`config.mk`:
```
export PLATFORM = sky130hd
export DESIGN_NAME = ordered_atomic_seq
export DESIGN_NICKNAME = d
export VERILOG_FILES = /design/src/rtl/oas_pkg.sv /design/src/rtl/oas_pend_table.sv /design/src/rtl/oas_grant_unit.sv /design/src/rtl/ordered_atomic_seq.sv
export SDC_FILE = /design/constraint.sdc
export NUM_CORES = 1
export LEC_CHECK = 0
export BUFFER_PORTS_ARGS = -buffer_cell sky130_fd_sc_hd__buf_2
export CAP_MARGIN = 20
export CORE_ASPECT_RATIO = 1.5
export CORE_UTILIZATION = 25
export CTS_BUF_LIST = sky130_fd_sc_hd__clkbuf_4 sky130_fd_sc_hd__clkbuf_8
export CTS_CLUSTER_SIZE = 16
export DETAILED_ROUTE_END_ITERATION = 8
export REMOVE_ABC_BUFFERS = 1
export SYNTH_ARGS = -nofsm -noshare
export SYNTH_HDL_FRONTEND = slang
export SYNTH_SLANG_ARGS = --single-unit
```
`constraint.sdc`:
```
create_clock -name clk -period 5.5 [get_ports clk]
set_input_delay 0.55 -clock clk [delete_from_list [all_inputs] [get_ports clk]]
set_output_delay 0.55 -clock clk [all_outputs]
set_load 0.05 [all_outputs]
```
`src/rtl/oas_pkg.sv`:
```
package oas_pkg;

    localparam int OAS_GID_W_DEF  = 8;
    localparam int OAS_DATA_W_DEF = 16;
    localparam int OAS_TAG_W_DEF  = 4;
    localparam int OAS_PEND_DEF   = 4;

    typedef enum logic [1:0] {
        SRC_NONE   = 2'd0,
        SRC_TABLE  = 2'd1,
        SRC_BYPASS = 2'd2
    } grant_src_e;

    function automatic int oas_idx_w(input int n);
        return (n > 1) ? $clog2(n) : 1;
    endfunction

endpackage

```
`src/rtl/oas_pend_table.sv`:
```
module oas_pend_table
    import oas_pkg::*;
#(
    parameter int PEND   = OAS_PEND_DEF,
    parameter int GID_W  = OAS_GID_W_DEF,
    parameter int DATA_W = OAS_DATA_W_DEF,
    parameter int TAG_W  = OAS_TAG_W_DEF
) (
    input  logic              clk,
    input  logic              rst,
    input  logic              wr_en,
    input  logic [GID_W-1:0]  wr_gid,
    input  logic [DATA_W-1:0] wr_add,
    input  logic [TAG_W-1:0]  wr_tag,
    input  logic [GID_W-1:0]  exp_gid,
    input  logic              take,
    output logic              full,
    output logic              hit,
    output logic [DATA_W-1:0] hit_add,
    output logic [TAG_W-1:0]  hit_tag
);

    localparam int IDX_W = oas_idx_w(PEND);

    typedef struct packed {
        logic              vld;
        logic [GID_W-1:0]  gid;
        logic [DATA_W-1:0] add;
        logic [TAG_W-1:0]  tag;
    } slot_t;

    slot_t            slots [PEND];
    logic [PEND-1:0]  match;
    logic [PEND-1:0]  freev;
    logic [IDX_W-1:0] hit_idx;
    logic [IDX_W-1:0] free_idx;

    for (genvar g = 0; g < PEND; g++) begin : g_slot
        assign match[g] = slots[g].vld && (slots[g].gid == exp_gid);
        assign freev[g] = !slots[g].vld;
    end

    always_comb begin
        hit_idx  = '0;
        free_idx = '0;
        for (int i = PEND - 1; i >= 0; i--) begin
            if (match[i]) hit_idx  = IDX_W'(i);
            if (freev[i]) free_idx = IDX_W'(i);
        end
    end

    assign hit     = |match;
    assign full    = ~|freev;
    assign hit_add = slots[hit_idx].add;
    assign hit_tag = slots[hit_idx].tag;

    always_ff @(posedge clk) begin
        if (rst) begin
            for (int i = 0; i < PEND; i++) slots[i] <= '0;
        end else begin
            if (take)  slots[hit_idx].vld <= 1'b0;
            if (wr_en) slots[free_idx]    <= '{vld: 1'b1, gid: wr_gid, add: wr_add, tag: wr_tag};
        end
    end

    // a write never lands in a table that is already full
    p_no_write_full_r6: assert property (@(posedge clk) disable iff (rst)
        wr_en |-> !full);

    // at most one parked entry ever matches the expected group
    p_unique_hit_r4: assert property (@(posedge clk) disable iff (rst)
        $onehot0(match));

endmodule

```
`src/rtl/oas_grant_unit.sv`:
```
module oas_grant_unit
    import oas_pkg::*;
#(
    parameter int GID_W  = OAS_GID_W_DEF,
    parameter int DATA_W = OAS_DATA_W_DEF,
    parameter int TAG_W  = OAS_TAG_W_DEF
) (
    input  logic              clk,
    input  logic              rst,
    input  logic              in_valid,
    input  logic [GID_W-1:0]  in_gid,
    input  logic [DATA_W-1:0] in_add,
    input  logic [TAG_W-1:0]  in_tag,
    input  logic              tbl_hit,
    input  logic [DATA_W-1:0] tbl_add,
    input  logic [TAG_W-1:0]  tbl_tag,
    output logic [GID_W-1:0]  exp_gid,
    output logic              tbl_take,
    output logic              store_en,
    output logic              rsp_valid,
    output logic [DATA_W-1:0] rsp_old,
    output logic [TAG_W-1:0]  rsp_tag,
    output logic              err_stale
);

    logic [GID_W-1:0]  exp_q;
    logic [DATA_W-1:0] acc_q;
    logic              in_cur;
    logic              in_late;
    grant_src_e        src;
    logic [DATA_W-1:0] g_add;
    logic [TAG_W-1:0]  g_tag;

    assign in_cur   = in_valid && (in_gid == exp_q);
    assign in_late  = in_valid && (in_gid <  exp_q);
    assign store_en = in_valid && (in_gid >  exp_q);

    always_comb begin
        if (tbl_hit)     src = SRC_TABLE;
        else if (in_cur) src = SRC_BYPASS;
        else             src = SRC_NONE;
    end

    assign tbl_take = (src == SRC_TABLE);
    assign g_add    = (src == SRC_TABLE) ? tbl_add : in_add;
    assign g_tag    = (src == SRC_TABLE) ? tbl_tag : in_tag;
    assign exp_gid  = exp_q;

    always_ff @(posedge clk) begin
        if (rst) begin
            exp_q     <= '0;
            acc_q     <= '0;
            rsp_valid <= 1'b0;
            rsp_old   <= '0;
            rsp_tag   <= '0;
            err_stale <= 1'b0;
        end else begin
            err_stale <= in_late || (in_cur && tbl_hit);
            if (src != SRC_NONE) begin
                rsp_valid <= 1'b1;
                rsp_old   <= acc_q;
                rsp_tag   <= g_tag;
                acc_q     <= acc_q + g_add;
                exp_q     <= exp_q + 1'b1;
            end else begin
                rsp_valid <= 1'b0;
            end
        end
    end

    // every response coincides with one step of the expected group
    p_seq_step_r2: assert property (@(posedge clk) disable iff (rst)
        rsp_valid |-> exp_q == $past(exp_q) + 1'b1);

    // without a response neither the group pointer nor the counter moves
    p_hold_idle_r7: assert property (@(posedge clk) disable iff (rst)
        !rsp_valid |-> (exp_q == $past(exp_q)) && (acc_q == $past(acc_q)));

    // the error flag only follows an accepted request
    p_err_cause_r7: assert property (@(posedge clk) disable iff (rst)
        err_stale |-> $past(in_valid));

endmodule

```
`src/rtl/ordered_atomic_seq.sv`:
```
module ordered_atomic_seq
    import oas_pkg::*;
#(
    parameter int PEND   = OAS_PEND_DEF,
    parameter int GID_W  = OAS_GID_W_DEF,
    parameter int DATA_W = OAS_DATA_W_DEF,
    parameter int TAG_W  = OAS_TAG_W_DEF
) (
    input  logic              clk,
    input  logic              rst,
    input  logic              req_valid,
    output logic              req_ready,
    input  logic [GID_W-1:0]  req_gid,
    input  logic [DATA_W-1:0] req_addend,
    input  logic [TAG_W-1:0]  req_tag,
    output logic              rsp_valid,
    output logic [DATA_W-1:0] rsp_old,
    output logic [TAG_W-1:0]  rsp_tag,
    output logic              err_stale
);

    logic              full;
    logic              hit;
    logic [DATA_W-1:0] hit_add;
    logic [TAG_W-1:0]  hit_tag;
    logic [GID_W-1:0]  exp_gid;
    logic              take;
    logic              store_en;
    logic              accept;

    assign req_ready = !full || (req_gid == exp_gid);
    assign accept    = req_valid && req_ready;

    oas_pend_table #(
        .PEND(PEND), .GID_W(GID_W), .DATA_W(DATA_W), .TAG_W(TAG_W)
    ) u_table (
        .clk     (clk),
        .rst     (rst),
        .wr_en   (store_en),
        .wr_gid  (req_gid),
        .wr_add  (req_addend),
        .wr_tag  (req_tag),
        .exp_gid (exp_gid),
        .take    (take),
        .full    (full),
        .hit     (hit),
        .hit_add (hit_add),
        .hit_tag (hit_tag)
    );

    oas_grant_unit #(
        .GID_W(GID_W), .DATA_W(DATA_W), .TAG_W(TAG_W)
    ) u_grant (
        .clk       (clk),
        .rst       (rst),
        .in_valid  (accept),
        .in_gid    (req_gid),
        .in_add    (req_addend),
        .in_tag    (req_tag),
        .tbl_hit   (hit),
        .tbl_add   (hit_add),
        .tbl_tag   (hit_tag),
        .exp_gid   (exp_gid),
        .tbl_take  (take),
        .store_en  (store_en),
        .rsp_valid (rsp_valid),
        .rsp_old   (rsp_old),
        .rsp_tag   (rsp_tag),
        .err_stale (err_stale)
    );

    // a request refused at the port never reaches the grant logic
    p_refuse_r6: assert property (@(posedge clk) disable iff (rst)
        (req_valid && !req_ready) |=> !err_stale);

endmodule

```
### Word-level counts from Yosys, hierarchy flattened

Memories as Yosys holds them, arrays and structs flattened.
Index checks and enable logic that the tools add are counted.

| storage, ports and cells | value |
|---|---|
| register bits after elaboration | 46 |
| logic and storage cells | 64 |
| memory bits (writable) | 116 |
| memories | 1 |

| cells by class | value |
|---|---|
| reduce and logical (&&, ||, !) cells | 20 |
| add/subtract/negate cells | 2 |
| multiplexer cells | 27 |
| equal/unequal tests | 6 |
| magnitude comparators | 2 |

Memories:

| memory | depth | bits a word | rd ports | clocked after Yosys merged registers in | wr ports | line | source |
|---|---|---|---|---|---|---|---|
| u_table.slots | 4 | 29 | 5 | 0 | 4 | oas_pend_table.sv:32 | `slot_t slots [PEND];` |

Operators by type and width:

| kind | number |
|---|---|
| 2-to-1 mux 29 bit | 2 |
| OR reduction 29 bit | 2 |
| == test 8 bit | 5 |
| 2-to-1 mux 2 bit | 13 |
| adder 16 bit | 1 |
| 2-to-1 mux 16 bit | 1 |
| 2-to-1 mux 1 bit | 10 |
| logical AND 1 bit | 9 |
| adder 8 x 1 -> 8 bit (second input constant) | 1 |
| greater-than comparator 8 bit | 1 |
| < comparator 8 bit | 1 |
| OR reduction 4 bit | 2 |
| logical NOT 1 bit | 4 |
| 2-to-1 mux 4 bit | 1 |
| == test 2 x 1 -> 1 bit (second input constant) | 1 |
| logical OR 1 bit | 2 |
| nonzero test 2 bit | 1 |

### Logic depth before layout (Yosys ltp)

An unclocked memory read counts as a cell.

| depth | value |
|---|---|
| depth in word-level cells | 14 |
| depth in mapped cells | 21 |

### By module

From an unflattened synthesis, not the netlist that was laid out.

| second synthesis, totals | value |
|---|---|
| cells, all modules | 804 |
| area total of the unflattened synthesis | 8419.3 um2 |

By module, submodules not included:

| module | seq. area each (um2) | cells each | area each (um2) | times used |
|---|---|---|---|---|
| oas_pend_table | 3443.3 | 450 | 5477.8 | 1 |
| oas_grant_unit | 920.9 | 342 | 2844.0 | 1 |
| ordered_atomic_seq | 0.0 | 12 | 97.6 | 1 |

### Worst setup path before layout

OpenSTA, ideal clock, no wires.

| timing | value |
|---|---|
| path type | input to register |
| start | input port req_gid[3] |
| end | memory u_table.slots[1][0] (netlist name) (enable) |
| setup time | 452 ps |
| path buffers | 0 |
| setup slack | 1310 ps |
| stages on the path | 8 |
| arrival | 3738 ps |
| path through | ha_1 -> nand3_1 -> nor2_1 -> a211o_1 -> a21oi_1 -> o21ai_0 -> nand4_1 -> o21ai_0 |

RTL lines:

| element | line | source |
|---|---|---|
| start: declaration | ordered_atomic_seq.sv:13 | `input logic [GID_W-1:0] req_gid,` |
| end: declaration | oas_pend_table.sv:32 |  |

### Worst setup path after layout

| timing | value |
|---|---|
| start | register u_grant.exp_q[6] (netlist: u_grant.exp_gid[6]) |
| end | register u_grant.acc_q[15] |

| between the ends | value |
|---|---|
| longest elaborated chain between the ends | 9 |
| elaborated cells on any way between the ends | 24 |
| classes of those cells | add/sub (1); eq/ne (6); mux (7); reduce/logical (9); memory (1) |

Ends and longest elaborated chain:

| element | line | source |
|---|---|---|
| start: declaration | oas_grant_unit.sv:26 | `logic [GID_W-1:0] exp_q;` |
| start signal: assignment | oas_grant_unit.sv:64 | `exp_q <= exp_q + 1'b1;` |
| == test 8 bit, on equally long branches | oas_pend_table.sv:39, oas_grant_unit.sv:34, ordered_atomic_seq.sv:31 |  |
| logical AND 1 bit / logical OR 1 bit (equally long branches) | oas_pend_table.sv:39, ordered_atomic_seq.sv:31 |  |
| 2-to-1 mux 2 bit / logical AND 1 bit (equally long branches) | oas_pend_table.sv:47, ordered_atomic_seq.sv:32 |  |
| 2-to-1 mux 2 bit / logical AND 1 bit (equally long branches) | oas_pend_table.sv:47, oas_grant_unit.sv:34 |  |
| 2-to-1 mux 2 bit, on equally long branches | oas_pend_table.sv:47, oas_grant_unit.sv:40 |  |
| 2-to-1 mux 2 bit, on equally long branches | oas_pend_table.sv:47, oas_grant_unit.sv:39 |  |
| memory (4 x 29 bit) / == test 2 x 1 -> 1 bit (equally long branches) | - |  |
| 2-to-1 mux 16 bit | oas_grant_unit.sv:45 | `assign g_add = (src == SRC_TABLE) ? tbl_add : in_add;` |
| adder 16 bit | oas_grant_unit.sv:63 | `acc_q <= acc_q + g_add;` |
| end signal: assignment | oas_grant_unit.sv:63 |  |
| end: declaration | oas_grant_unit.sv:27 | `logic [DATA_W-1:0] acc_q;` |

Parallel ways exist; a longest one is shown, timed or not.
A chain may end at the register's enable or synchronous reset.

==> flow_summary.json <==
{
  "h-tree-depth": 4,
  "synth_top_family_by_area": "simple AND/OR/NAND/NOR gates",
  "fmax_mhz": 209.4,
  "synth_edf_count": 112,
  "synth_adder_area_share": 0.03983,
  "cts_buffers": 17,
  "io_pins": 54,
  "hold_path.startpoint": "req_addend[6]",
  "synthFlopType": "edfxtp_1",
  "drive_gt1_frac": 0.1507,
  "cp-end-kind": "register",
  "synth_xor_area_frac": 0.05554,
  "worstSetupStartpointType": "register",
  "routed.top_layer": "met5",
  "p_total_w": 0.002424,
  "wl_um": 20100,
  "seq_area_um2": 4364,
  "status": "complete, no violations",
  "rrSetupSlack_ns": 0.72,
  "die_width_um": 148.5,
  "grt_overflow_total": 0,
  "fillers": 3308,
  "drcViolationCount": 0,
  "worstSetupPathType": "register to register",
  "fin_setup_tns_ns": 0,
  "worstReg2RegStart": "u_grant.exp_gid[6]",
  "grt_max_degree": 50,
  "reg2regPathDepth": 16,
  "ys_async_sr_fraction": 0,
  "setup-violations-final": 0,
  "synth-simple-area-share": 0.1946,
  "dpl-instance-area_um2": 8761,
  "grt_pass1_wl_um": 31660,
  "hp-class": "primary input to register",
  "tightest_slew_ns": 0.9120,
  "grt_pass1_vias": 5905,
  "relSlewSlack": 0.3897,
  "min_delay_path_depth": 2,
  "wl_met3_um": 842,
  "wl_met1_um": 8093,
  "power_density_nw_per_um2": 264.7,
  "insertion_delay_ns": 0.48,
  "dp.final_hpwl_um": 13940,
  "detail_route.iter0.violations": 236,
  "clk_pin_slew_ns": 0.10,
  "via_per_inst": 4.596,
  "finalHoldViolCount": 0,
  "dr_wl_met2_um": 10650,
  "synth_compound_area_frac": 0.1008,
  "cp.arrival_ns": 5.13,
  "rr_endpoint": "u_grant.acc_q[15]",
  "cts-root-buf": "clkbuf_8",
  "cp.required_ns": 5.86,
  "core_area_um2": 31730,
  "areaGrowthSynthToFinish_pct": 13.88,
  "multi_input_area_um2": 3431,
  "io_buffer_count": 53,
  "cts_tree": "done",
  "antenna_found_initial": 2,
  "final_cell_mix": "112 x edfxtp_1, 110 x and2_1, 104 x nand2_1",
  "die_h_um": 221.7,
  "initial_utilization": 0.2535,
  "clockBufferDepth": 2,
  "post_cts_buffers": 0,
  "cts_hold_buf": 0,
  "syn-mean-instance-area_um2": 10.64,
  "syn_inst": 756,
  "yosysUniqueCellTypes": 52,
  "synth_area_um2": 8043,
  "skew_ns": 0.01897,
  "post-route-util": 0.2886,
  "routedWlPerCell_um": 16.38,
  "track_usage": 0.1278,
  "rows": 80,
  "fin_nets": 859,
  "gp_congestion": 0.8139,
  "dr.pass1.iters": 4,
  "slew_violations": 0,
  "cts_num_sinks": 162,
  "antenna_left": 0,
  "ys_seq_area_frac": 0.5426,
  "period_minus_slack_ns": 4.776,
  "dieArea_um2": 32910,
  "irDropWorstVdd_mv": 0.1505,
  "cap_violations": 0,
  "vias": 5639,
  "rsz0062_at_grt": "no",
  "fin_area_um2": 9159,
  "p_leak_nw": 3.374,
  "critical_path_peak_fanout": 8,
  "whs_endpoint": "u_table.slots[0][10]",
  "synth-seq-cells": 162,
  "ys_warn_count": 0,
  "synthMuxAreaShare": 0.03251,
  "period_share": 0.8683,
  "layout_commonest_cell": "edfxtp_1",
  "cts.repair.resized": 0
}
-- layout make-up --
| class | instances | area share |
|---|---|---|
| Clock buffer | 20 | 0.02869 |
| Sequential cell | 162 | 0.4765 |
| Clock inverter | 12 | 0.01448 |
| Multi-Input combinational cell | 537 | 0.3746 |
| Timing Repair Buffer | 71 | 0.04372 |
| Antenna cell | 1 | 0.0002732 |
| Tap cell | 410 | 0.05601 |
| Inverter | 14 | 0.005738 |
-- worst max path at each step --
stage,startpoint,endpoint,slack [ns],cells past startpoint
after global placement,u_grant.exp_gid[6],u_grant.acc_q[15],0.86,16
after global routing,u_grant.exp_gid[6],u_grant.acc_q[15],0.44,16
after detailed placement,u_grant.exp_gid[6],u_grant.acc_q[15],0.71,16
after CTS,u_grant.exp_gid[6],u_grant.acc_q[15],0.70,16
final,u_grant.exp_gid[6],u_grant.acc_q[15],0.72,16
after floorplan,u_grant.exp_gid[1],u_grant.acc_q[15],0.30,15
-- metal layers --
layer,vias up,global-route usage
li1,2742,-
met1,2741,0.1373
met2,122,0.2338
met3,32,0.02963
met4,2,0.05653
met5,-,0
-- logic make-up after synthesis --
group	after synthesis
muxes	26
adders and majority gates	25
and+or+nand+nor	302
xor gates and xnor gates	51
DFF	162
buffers and inverters	57
AOI/OAI and AO/OA	133
-- Yosys cell counts (all sizes together), types with 2 or more instances --
library cell,number,area (µm²)
a31o,3,26.28
xnor2,43,376.6
a21o,7,52.55
nand4,10,77.57
mux2i,25,250.2
a211oi,3,22.52
a41oi,2,17.52
a221oi,2,17.52
nand3,10,50.05
o21ai,41,205.2
xor2,8,70.07
and2,110,688.2
o211ai,15,112.6
a21oi,42,210.2
buf,15,116.4
ha,24,300.3
nand2,104,390.4
o22ai,3,18.77
o221a,2,22.52
nor4,4,40.04
and3,2,12.51
clkbuf,28,105.1
or2,5,31.28
inv,14,52.55
a22oi,2,15.01
nor3,13,65.06
nor2,31,118.9
edfxtp,112,3363
or3,7,43.79
dfxtp,50,1001
o211a,2,20.02
o21a,4,30.03
-- registers in the layout, summed over array words and instances, names as in the netlist --
signal,cells
u_table.slots,116
u_grant.acc_q,16
u_grant.rsp_old,16
u_grant.exp_gid,8
u_grant.rsp_tag,4
u_grant.err_stale,1
u_grant.rsp_valid,1
-- worst max-delay path: stages (launching register included) --
cell,delay [ns]
dfxtp_1,0.52
xor2_1,0.13
nor4_1,0.50
and4_1,0.28
nand2_1,0.11
a21oi_2,0.48
mux2_2,0.40
o21a_1,0.17
ha_1,0.34
nand3_1,0.08
o22ai_1,0.28
o211a_1,0.28
a41oi_1,0.18
o21ai_1,0.33
mux2i_1,0.28
mux2i_1,0.21
o311ai_1,0.10
-- metrics by stage --
stage                     hold slack (ns)  worst slack, ns  std cells
after floorplan                    0.4427           0.3022        713
after global placement             0.4387           0.8568       1194
after detailed placement           0.4413           0.7111       1194
after CTS                          0.3648           0.7002       1226
after global routing               0.3745           0.4405       1227
final                              0.3939           0.7241       1227
-- report_power, final --
group / internal [W] / switching [W]
combinational: 0.0000614 / 0.000108
sequential: 0.00135 / 0.0000194
clock: 0.000426 / 0.000462
No activity file was read; power rests on OpenSTA's default activity.
